**src/rtl/orpwm_pkg.sv**
```systemverilog
// Shared definitions for the outphasing PWM generator.
// Assumes nothing beyond IEEE 1800-2017 packages.
package orpwm_pkg;

    // Output shaping selected for one carrier period.
    typedef enum logic {
        MODE_DIRECT  = 1'b0,
        MODE_ROUNDED = 1'b1
    } pwm_mode_e;

endpackage

```
**src/rtl/orpwm_tick_ctr.sv**
```systemverilog
// Tick counter: divides the carrier period into TICKS steps.
// Assumes TICKS >= 4 and even. wrap_o is high during the last tick of a period.
module orpwm_tick_ctr #(
    parameter int unsigned TICKS = 40,
    parameter int unsigned CW    = $clog2(TICKS)
) (
    input  logic          clk,
    input  logic          rst_n,
    output logic [CW-1:0] tick_o,
    output logic          wrap_o
);

    localparam logic [CW-1:0] LAST = CW'(TICKS - 1);

    logic [CW-1:0] tick_q;

    // Step the tick count and return to zero after the last tick.
    always_ff @(posedge clk) begin
        if (!rst_n) begin
            tick_q <= '0;
        end else if (tick_q == LAST) begin
            tick_q <= '0;
        end else begin
            tick_q <= tick_q + 1'b1;
        end
    end

    assign tick_o = tick_q;
    assign wrap_o = (tick_q == LAST);

    // the count returns to zero after the last tick.
    assert_tick_wrap_R6: assert property (@(posedge clk) disable iff (!rst_n)
        wrap_o |=> (tick_o == '0));

    // otherwise the count moves up by exactly one.
    assert_tick_step_R6: assert property (@(posedge clk) disable iff (!rst_n)
        !wrap_o |=> (tick_o == $past(tick_o) + 1'b1));

    // the boundary strobe never lasts two cycles.
    assert_load_single_R6: assert property (@(posedge clk) disable iff (!rst_n)
        wrap_o |=> !wrap_o);

endmodule

```
**src/rtl/orpwm_branch.sv**
```systemverilog
// One outphasing branch. It latches its phase code at the period boundary
// and produces a square wave that is high for half the period, starting at the code.
// Assumes TICKS is even. Codes of TICKS or more are reduced by TICKS once.
module orpwm_branch #(
    parameter int unsigned TICKS = 40,
    parameter int unsigned CW    = $clog2(TICKS)
) (
    input  logic          clk,
    input  logic          rst_n,
    input  logic          load_i,
    input  logic [CW-1:0] code_i,
    input  logic [CW-1:0] tick_i,
    output logic [CW-1:0] code_o,
    output logic          sq_o
);

    localparam int unsigned  WW    = CW + 1;
    localparam logic [WW-1:0] NW   = WW'(TICKS);
    localparam logic [WW-1:0] HALF = WW'(TICKS / 2);

    logic [CW-1:0] code_q;
    logic [WW-1:0] code_ext;
    logic [CW-1:0] code_red;
    logic [WW-1:0] tick_ext;
    logic [WW-1:0] cur_ext;
    logic [WW-1:0] offset;
    logic [WW-1:0] hi_cnt;

    // Reduce an out-of-range code into 0..TICKS-1.
    always_comb begin
        code_ext = {1'b0, code_i};
        if (code_ext >= NW) begin
            code_red = CW'(code_ext - NW);
        end else begin
            code_red = code_i;
        end
    end

    // Hold the code for one full period, taking a new one only at the boundary.
    always_ff @(posedge clk) begin
        if (!rst_n) begin
            code_q <= '0;
        end else if (load_i) begin
            code_q <= code_red;
        end
    end

    // Position of the current tick relative to the code, modulo TICKS.
    always_comb begin
        tick_ext = {1'b0, tick_i};
        cur_ext  = {1'b0, code_q};
        if (tick_ext >= cur_ext) begin
            offset = tick_ext - cur_ext;
        end else begin
            offset = tick_ext + NW - cur_ext;
        end
    end

    assign sq_o   = (offset < HALF);
    assign code_o = code_q;

    // Count the high ticks of each period for the duty check.
    always_ff @(posedge clk) begin
        if (!rst_n) begin
            hi_cnt <= '0;
        end else if (load_i) begin
            hi_cnt <= '0;
        end else begin
            hi_cnt <= hi_cnt + WW'(sq_o);
        end
    end

    // each period contains exactly TICKS/2 high ticks.
    assert_branch_duty_R2: assert property (@(posedge clk) disable iff (!rst_n)
        load_i |-> ((hi_cnt + WW'(sq_o)) == HALF));

    // the held code moves only at the period boundary.
    assert_code_hold_R5: assert property (@(posedge clk) disable iff (!rst_n)
        !load_i |=> $stable(code_q));

endmodule

```
**src/rtl/orpwm_rounder.sv**
```systemverilog
// Minimum-pulse rounding. From the two held codes it computes the start and
// length of the AND pulse, applies the swallow/stretch rule for width W, and
// regenerates the rounded pulse over the period. Mode and W are latched at the boundary.
// Assumes TICKS is even and the codes are already in 0..TICKS-1.
module orpwm_rounder #(
    parameter int unsigned TICKS = 40,
    parameter int unsigned CW    = $clog2(TICKS)
) (
    input  logic          clk,
    input  logic          rst_n,
    input  logic          load_i,
    input  logic          en_i,
    input  logic [CW-1:0] width_i,
    input  logic [CW-1:0] tick_i,
    input  logic [CW-1:0] code_a_i,
    input  logic [CW-1:0] code_b_i,
    output logic          pulse_o,
    output logic          en_o
);

    localparam int unsigned   WW   = CW + 1;
    localparam logic [WW-1:0] NW   = WW'(TICKS);
    localparam logic [WW-1:0] HALF = WW'(TICKS / 2);

    logic          en_q;
    logic [CW-1:0] w_q;
    logic [WW-1:0] a_ext, b_ext, w_ext;
    logic [WW-1:0] diff;
    logic [WW-1:0] start;
    logic [WW-1:0] len;
    logic [WW-1:0] len_r;
    logic [WW:0]   len_dbl;
    logic [WW-1:0] tick_ext;
    logic [WW-1:0] offset;
    logic [WW-1:0] hi_cnt;
    logic [WW-1:0] hi_total;

    // Latch the mode and the minimum width for the next period.
    always_ff @(posedge clk) begin
        if (!rst_n) begin
            en_q <= 1'b0;
            w_q  <= '0;
        end else if (load_i) begin
            en_q <= en_i;
            w_q  <= width_i;
        end
    end

    // Start tick and length of the AND of the two half-duty waves.
    always_comb begin
        a_ext = {1'b0, code_a_i};
        b_ext = {1'b0, code_b_i};
        if (b_ext >= a_ext) begin
            diff = b_ext - a_ext;
        end else begin
            diff = b_ext + NW - a_ext;
        end
        if (diff <= HALF) begin
            start = b_ext;
            len   = HALF - diff;
        end else begin
            start = a_ext;
            len   = diff - HALF;
        end
    end

    // Apply the swallow/stretch rule to the pulse length.
    always_comb begin
        w_ext   = {1'b0, w_q};
        len_dbl = {len, 1'b0};
        if (len_dbl < {1'b0, w_ext}) begin
            len_r = '0;
        end else if (len < w_ext) begin
            len_r = w_ext;
        end else begin
            len_r = len;
        end
    end

    // Regenerate the rounded pulse from its start tick, wrapping over the period.
    always_comb begin
        tick_ext = {1'b0, tick_i};
        if (tick_ext >= start) begin
            offset = tick_ext - start;
        end else begin
            offset = tick_ext + NW - start;
        end
    end

    assign pulse_o = (offset < len_r);
    assign en_o    = en_q;

    // Count the rounded high ticks of each period for the width check.
    always_ff @(posedge clk) begin
        if (!rst_n) begin
            hi_cnt <= '0;
        end else if (load_i) begin
            hi_cnt <= '0;
        end else begin
            hi_cnt <= hi_cnt + WW'(pulse_o);
        end
    end

    assign hi_total = hi_cnt + WW'(pulse_o);

    // in rounding mode, a pulse that survives is never narrower than W.
    assert_round_min_R7: assert property (@(posedge clk) disable iff (!rst_n)
        (load_i && en_q && (hi_total != '0)) |-> (hi_total >= {1'b0, w_q}));

    // mode and width move only at the period boundary.
    assert_mode_hold_R8: assert property (@(posedge clk) disable iff (!rst_n)
        !load_i |=> ($stable(en_q) && $stable(w_q)));

endmodule

```
**src/rtl/orpwm_gen.sv**
```systemverilog
// Outphasing PWM carrier generator (top). The tick counter sets the period
// boundary. Two branches make half-duty waves shifted by their codes. The carrier
// is their AND, or the rounded pulse when rounding mode is latched for the period.
// All outputs are registered, one cycle behind the tick count.
// Assumes TICKS is even and at least 4.
module orpwm_gen #(
    parameter int unsigned TICKS = 40,
    parameter int unsigned CW    = $clog2(TICKS)
) (
    input  logic          clk,
    input  logic          rst_n,
    input  logic [CW-1:0] code_a_i,
    input  logic [CW-1:0] code_b_i,
    input  logic          round_en_i,
    input  logic [CW-1:0] min_width_i,
    output logic          load_o,
    output logic          frame_o,
    output logic          branch_a_o,
    output logic          branch_b_o,
    output logic          pwm_o
);

    import orpwm_pkg::*;

    localparam int unsigned NBR = 2;

    logic [CW-1:0] tick;
    logic          wrap;
    logic [CW-1:0] code_in [NBR];
    logic [CW-1:0] code_cur[NBR];
    logic          sq      [NBR];
    logic          rnd_pulse;
    logic          rnd_en;
    pwm_mode_e     mode_cur;
    pwm_mode_e     mode_q;

    orpwm_tick_ctr #(.TICKS(TICKS), .CW(CW)) ctr_i (
        .clk    (clk),
        .rst_n  (rst_n),
        .tick_o (tick),
        .wrap_o (wrap)
    );

    assign code_in[0] = code_a_i;
    assign code_in[1] = code_b_i;

    for (genvar g = 0; g < NBR; g++) begin : g_branch
        orpwm_branch #(.TICKS(TICKS), .CW(CW)) br_i (
            .clk    (clk),
            .rst_n  (rst_n),
            .load_i (wrap),
            .code_i (code_in[g]),
            .tick_i (tick),
            .code_o (code_cur[g]),
            .sq_o   (sq[g])
        );
    end

    orpwm_rounder #(.TICKS(TICKS), .CW(CW)) rnd_i (
        .clk      (clk),
        .rst_n    (rst_n),
        .load_i   (wrap),
        .en_i     (round_en_i),
        .width_i  (min_width_i),
        .tick_i   (tick),
        .code_a_i (code_cur[0]),
        .code_b_i (code_cur[1]),
        .pulse_o  (rnd_pulse),
        .en_o     (rnd_en)
    );

    assign mode_cur = rnd_en ? MODE_ROUNDED : MODE_DIRECT;

    // Register the outputs of the current tick, using the shaping held for the period.
    always_ff @(posedge clk) begin
        if (!rst_n) begin
            frame_o    <= 1'b0;
            branch_a_o <= 1'b0;
            branch_b_o <= 1'b0;
            pwm_o      <= 1'b0;
            mode_q     <= MODE_DIRECT;
        end else begin
            frame_o    <= (tick == '0);
            branch_a_o <= sq[0];
            branch_b_o <= sq[1];
            pwm_o      <= (mode_cur == MODE_ROUNDED) ? rnd_pulse : (sq[0] & sq[1]);
            mode_q     <= mode_cur;
        end
    end

    assign load_o = wrap;

    // in direct mode the carrier is high only where both branches are high.
    assert_direct_and_R3: assert property (@(posedge clk) disable iff (!rst_n)
        (pwm_o && (mode_q == MODE_DIRECT)) |-> (branch_a_o && branch_b_o));

    // the tick-0 marker is a single-cycle pulse.
    assert_frame_single_R6: assert property (@(posedge clk) disable iff (!rst_n)
        frame_o |=> !frame_o);

endmodule

```
**config.mk**
```make
export PLATFORM = sky130hd
export DESIGN_NAME = orpwm_gen
export DESIGN_NICKNAME = d
export VERILOG_FILES = /design/src/rtl/orpwm_pkg.sv /design/src/rtl/orpwm_tick_ctr.sv /design/src/rtl/orpwm_branch.sv /design/src/rtl/orpwm_rounder.sv /design/src/rtl/orpwm_gen.sv
export SDC_FILE = /design/constraint.sdc
export NUM_CORES = 1
export LEC_CHECK = 0
export BUFFER_PORTS_ARGS = -buffer_cell sky130_fd_sc_hd__buf_2
export CORE_AREA = 8 8 117 119
export CTS_CLUSTER_DIAMETER = 40
export DETAILED_ROUTE_END_ITERATION = 10
export DIE_AREA = 0 0 125 127
export PLACE_DENSITY = 0.49
export RECOVER_POWER = 100
export SLEW_MARGIN = 30
export SYNTH_ARGS = -nofsm -noshare
export SYNTH_HDL_FRONTEND = slang
export SYNTH_SLANG_ARGS = --single-unit
```
**constraint.sdc**
```tcl
create_clock -name clk -period 16.7 [get_ports clk]
set_clock_uncertainty 0.2 [all_clocks]
set_input_delay 0.835 -clock clk [delete_from_list [all_inputs] [get_ports clk]]
set_output_delay 0.835 -clock clk [all_outputs]
set_load 0.01 [all_outputs]
```
==> impl_metrics.yaml, run 1 <==
drt:
  route.detailed.drc: 0
  wl_microns: 10000
  route.vias.total: 3388
  avgRoutedWirePerCell_microns: 15.6
  drtIter0Drc: 156
  drtPass1Iterations: 7
  ant_nets: 0
  via_per_inst: 5.25
die:
  core_area_sq_mm: 0.0118
  start_util_pct: 32.3
  ios: 26
  die_height_microns: 127
  dieWidth_microns: 125
  rows: 40
  die_area_sq_mm: 0.0159
cts:
  post_cts.repair.setup_buffers: 0
  cts-root-buf: "clkbuf_16"
  cts_made_buffers: 5
  clk_pin_slew_ps: 50
  clk_latency_ps: 280
  holdBufCountCts: 0
  cts_tree: "built"
  htree_levels: 2
  cts_resized: 0
  clkSinkCount: 29
  cts.path.max_buffers: 2
worst_setup_path:
  r2r-start: "g_branch[0].br_i.code_o[1]$_SDFFE_PN0P_"
  critical_path_required_ps: 16700
  path_buf_inv: 3
  cpMostUsedCell: "ha_1"
  critPathMaxStageDelay_ps: 460
  worstSetupPathType: "reg -> reg"
  end_kind: "register"
  crit_family: "compound AO/OA/AOI/OAI gates"
  cp-startpoint: "g_branch[0].br_i.code_o[1]$_SDFFE_PN0P_"
  crit_path_start_kind: "register"
  slowest_stage: "fa_1"
  crit_fanout: 12
  cp.arrival_ps: 6650
timing:
  max_freq_mhz: 150
  period_needed_ps: 6650
  slew_headroom_pct: 26.5
  tns_ps: 0
  tightest_slew_ps: 1100
  slew_violations: 0
  hold_viol_final: 0
  fin_crit_sh_pct: 39.8
  rsz0062_at_grt: "false"
  hold_slack_ps: 290
  setup_viol_count_final: 0
synthesis:
  ys_types: 65
  yosysMostFrequentCell: "ha_1"
  syn_area_sq_mm: 0.00382
  ys_ff_latch: 29
  synth_top_area_share_pct: 21.3
  synth_warnings: 0
  synth_common_cells: "65 x ha_1, 48 x inv_1, 48 x nand2_1"
  ys_top_cells_by_area: "ha_1 21%, dfxtp_1 15%, inv_1 4.7%"
  synth_top_cell_by_area: "ha_1"
  synth_nets: 566
  ys.flop_type: "dfxtp_1"
  synth_edf_count: 0
  ys_seq_area_share_pct: 15.2
  syn-instance-count: 474
  syn-mean-instance-area_sq_um: 8.05
  synth-async-reset-ratio_pct: 0
grt:
  grt_pass1_wl_microns: 17300
  grtUsageTotal_pct: 13.2
  gr-total-overflow: 0
  grt_max_degree: 28
  antenna_found_initial: 0
  grt_pass1_vias: 3470
pwr:
  clkPwrFrac_pct: 43.4
  p_seq_share_pct: 36.8
  p_comb_share_pct: 19.7
  intPower_uw: 144
  switchingPower_uw: 53.2
  switching_share_pct: 26.9
  pwr_density_cell_mw_per_mm2: 46.9
  p_leak_uw: 0.00176
  ir_worst_vdd_uv: 28.6
finish:
  diodes: 0
  fill_cells: 1261
  area_growth_pct: 10.4
  num-nets-final: 589
  drive_above_1_share_pct: 8.63
place:
  port_buffers: 25
  place_hpwl_microns: 8290
  finalWeightedCongestion: 0.819
worst_hold_path:
  holdCritStartpoint: "rnd_i.w_q[4]$_SDFFE_PN0P_"
  min_path_type: "reg -> reg"
status:
  status: "finished, final reports clean"
flow_run:
  cap_violations: 0
==> cell usage in the layout (no fill, tap or decap), types with 8 or more instances in the layout <==
master,count
a21boi_0,16
a21oi_1,21
mux2i_1,8
nor2b_1,11
o21a_1,11
xnor2_1,20
nand2b_1,17
inv_1,48
nor2_1,19
clkbuf_1,8
nor3_1,9
o21ai_0,17
ha_1,65
buf_2,19
nand2_1,48
nand3_1,10
dfxtp_1,29
==> path summary, 6_finish.rpt <==
path | end | slack (ps) | cells after the start
setup / recovery | pwm_o$_SDFF_PN0_ | 10050 | 29
hold / removal | rnd_i.w_q[4]$_SDFFE_PN0P_ | 290 | 2
setup reg to reg | pwm_o$_SDFF_PN0_ | 10050 | 29
hold reg to reg | rnd_i.w_q[4]$_SDFFE_PN0P_ | 290 | 2
==> sequential cells by signal (all words and copies together) (netlist names) <==
signal	count
rnd_i.en_o	1
pwm_o	1
branch_b_o	1
rnd_i.w_q	6
frame_o	1
g_branch.br_i.code_o	12
branch_a_o	1
ctr_i.tick_o	6
==> worst min-delay path, stage by stage, from the launching register on <==
cell and delay (ps):
dfxtp_1 320, nand2_1 50, a21boi_0 60
==> final cells by class <==
cell class              instances  area [sq um]  area share, %
inverters                      49           184           4.37
flip-flops and latches         29           581           13.8
multi-input cells             386          3000           71.3
repair buffers                 26           121           2.88
clock inverters                 2          10.0          0.238
clock buffers                   6           129           3.06
well taps                     147           184           4.37
==> power groups by stage <==
stage	combinational, uW	clock, uW	sequential [uW]
final	39.0	85.9	72.8
after global placement	38.3	0	74.3
after detailed placement	39.2	0	74.2
after floorplan	27.6	0	74.5
after global routing	44.9	90.8	73.2
after CTS	39.6	88.6	72.8
==> per-layer routing <==
metal	global-route usage, %	share of wire (%)	up-vias
li1	-	-	1744
met1	16.3	47	1560
met2	22.8	47	69
met3	2.87	4.3	15
met4	3.44	1.6	0
met5	0	0	-
==> cells by family after synthesis <==
logic type / share of synthesized area (%)
adders and majority gates: 25.8
xor gates and xnor gates: 6.20
DFF: 15.2
buffers and inverters: 6.07
AOI/OAI and AO/OA: 21.8
muxes: 4.72
and+or+nand+nor: 20.2
==> through the flow <==
| step | worst slack, ps | area (sq um) | utilization, % | total power, uW | instances |
|---|---|---|---|---|---|
| final | 10050 | 4210 | 35.7 | 198 | 645 |
| after CTS | 10140 | 4220 | 35.8 | 201 | 645 |
| after floorplan | 10680 | 3820 | - | 102 | 474 |
| after global routing | 9550 | 4210 | 35.7 | 209 | 645 |
| after detailed placement | 10180 | 4090 | 34.6 | 113 | 637 |
| after global placement | 10430 | 4090 | 34.6 | 113 | 637 |
Power figures use the tool's default switching activity.
==> run 2, diff against run 1 <==
--- a/config.mk
+++ b/config.mk
@@ -10,7 +10,7 @@
 export CTS_CLUSTER_DIAMETER = 40
 export DETAILED_ROUTE_END_ITERATION = 10
 export DIE_AREA = 0 0 125 127
-export PLACE_DENSITY = 0.49
+export PLACE_DENSITY = 0.51
 export RECOVER_POWER = 100
 export SLEW_MARGIN = 30
 export SYNTH_ARGS = -nofsm -noshare
==> constraint.sdc (replaced) <==
create_clock -name clk -period 5.6 [get_ports clk]
set_clock_uncertainty 0.2 [all_clocks]
set_input_delay 0.28 -clock clk [delete_from_list [all_inputs] [get_ports clk]]
set_output_delay 0.28 -clock clk [all_outputs]
set_load 0.01 [all_outputs]
==> run 2 against run 1 <==
Effect of this change:
- via count grew 5.8%
- final cell count grew 5.3%
- setup slack lost 9800 ps
- design area up 11%
- die area is the same
- global-route usage grew 0.27 points
- critical path depth decreased by 1
- core utilization is 4.1 points higher
- non-clock buffer count grew 33
- clock power rose to 3.7 times the previous value
- power increased to 3.4 times the previous value
- critical path type unchanged
- largest cell class unchanged
==> impl_metrics.yaml, run 2 (same netlist as run 1, synthesis figures left out) <==
timing:
  slew_headroom_pct: 25.6
  tns_ps: 0
  max_freq_mhz: 187
  slew_violations: 0
  fin_crit_sh_pct: 95.7
  tightest_slew_ps: 1120
  fin_ws_ps: 240
  period_needed_ps: 5360
  hold_viol_final: 0
  hold_slack_ps: 55.9
  setup_viol_count_final: 0
pwr:
  pwr_density_cell_mw_per_mm2: 142
  switching_share_pct: 25.5
  p_leak_uw: 0.00197
  p_comb_share_pct: 18.8
  ir_worst_vdd_uv: 92.7
  total_power_uw: 665
  p_seq_share_pct: 32.7
  switchingPower_uw: 169
  intPower_uw: 496
  clkPwrFrac_pct: 48.5
die:
  die_area_sq_mm: 0.0159
  die_height_microns: 127
  start_util_pct: 32.3
  dieWidth_microns: 125
  core_area_sq_mm: 0.0118
  ios: 26
  rows: 40
place:
  place_hpwl_microns: 8470
  port_buffers: 25
  finalWeightedCongestion: 0.883
  dp_slack_ps: -90.5
drt:
  route.vias.total: 3585
  route.detailed.drc: 0
  drtPass1Iterations: 4
  wl_microns: 10600
  avgRoutedWirePerCell_microns: 15.6
  ant_nets: 0
  drtIter0Drc: 178
  via_per_inst: 5.28
grt:
  grt_pass1_vias: 3629
  antenna_found_initial: 0
  gr-total-overflow: 0
  grt_pass1_wl_microns: 17700
  grt_max_degree: 28
  grtUsageTotal_pct: 13.5
cts:
  cts_made_buffers: 5
  cts_tree: "built"
  clk_latency_ps: 280
  clk_pin_slew_ps: 50
  cts-root-buf: "clkbuf_16"
  htree_levels: 2
  clkSinkCount: 29
  cts.path.max_buffers: 2
worst_setup_path:
  end_kind: "register"
  crit_fanout: 5
  worstSetupPathType: "reg -> reg"
  critical_path_required_ps: 5600
  critPathMaxStageDelay_ps: 360
  slowest_stage: "fa_2"
  cp.arrival_ps: 5360
  crit_path_start_kind: "register"
finish:
  diodes: 0
  num-nets-final: 623
  area_growth_pct: 23.0
  layout_commonest_cell: "ha_1"
  mostFrequentLayoutCells: "58 x ha_1, 47 x nand2_1, 44 x inv_1, 32 x buf_4, 27 x dfxtp_1"
  fill_cells: 1223
  largest_reg_flops: 12
  drive_above_1_share_pct: 21.2
flow_run:
  cap_violations: 0
worst_hold_path:
  min_path_type: "in -> reg"
status:
  status: "finished, final reports clean"
## run 2: changes by cell type in the layout (fill, tap and decap cells not counted), sizes merged
cell	previous run	this run
buf	19	52
bufinv	0	1
clkinv	2	0
clkinvlp	0	1
o211a	4	5
## run 2: through the flow
stage	cell area, sq um	utilization, %	instances
2_1_floorplan	3900	-	474
3_3_place_gp	4350	36.8	662
3_5_place_dp	4350	36.8	662
4_1_cts	4560	38.6	672
5_1_grt	4700	39.8	679
6_report	4700	39.8	679
## run 2: power by group through the flow
| stage | clock, uW | combinational [uW] | sequential [uW] |
|---|---|---|---|
| 2_1_floorplan | 0 | 84.9 | 222 |
| 6_report | 322 | 125 | 218 |
| 3_3_place_gp | 0 | 118 | 221 |
| 5_1_grt | 339 | 142 | 218 |
| 3_5_place_dp | 0 | 122 | 221 |
| 4_1_cts | 329 | 124 | 217 |
## run 2: layout make-up
class                           instances  area [sq um]  share of cell area [%]
Clock buffer                            6           139                    2.96
Clock inverter                          2          37.5                   0.799
Inverter                               49           184                    3.92
Multi-Input combinational cell        387          3200                    68.2
Sequential cell                        29           583                    12.4
Tap cell                              147           184                    3.92
Timing Repair Buffer                   59           367                    7.81
## run 2: final timing paths
check / start / endpoint / slack (ps) / cells past startpoint
worst max-delay path: g_branch[0].br_i.code_o[1]$_SDFFE_PN0P_ / pwm_o$_SDFF_PN0_ / 240 / 28
worst min-delay path: code_b_i[2] / g_branch[1].br_i.code_o[2]$_SDFFE_PN0P_ / 60 / 3
worst max register to register: g_branch[0].br_i.code_o[1]$_SDFFE_PN0P_ / pwm_o$_SDFF_PN0_ / 240 / 28
worst min register to register: ctr_i.tick_o[0]$_SDFF_PP0_ / ctr_i.tick_o[0]$_SDFF_PP0_ / 280 / 1
## run 2: timing repair
item / in CTS / in global routing
pin swaps: 1 / 8
setup endpoints to repair: 1 / 1
hold buffers: 0 / 0
gates resized for setup: 8 / 23
buffers inserted: 2 / 6
cloned: 0 / 1
## run 2: metal layers
layer / global-route usage [%] / vias to the layer above / share of wire [%]
met5: 0 / - / 0
met4: 3.30 / 0 / 1.7
met3: 3.20 / 20 / 3.7
met2: 23.5 / 79 / 46
met1: 16.4 / 1681 / 48
li1: - / 1805 / -
## run 2: critical path: cells and delay by family (launching register included)
kind	cells	cell delay, ps
buffers and inverters	3	280
adders and majority gates	6	1550
DFF	1	310
muxes	2	450
AOI/OAI and AO/OA	10	1580
and+or+nand+nor	7	910
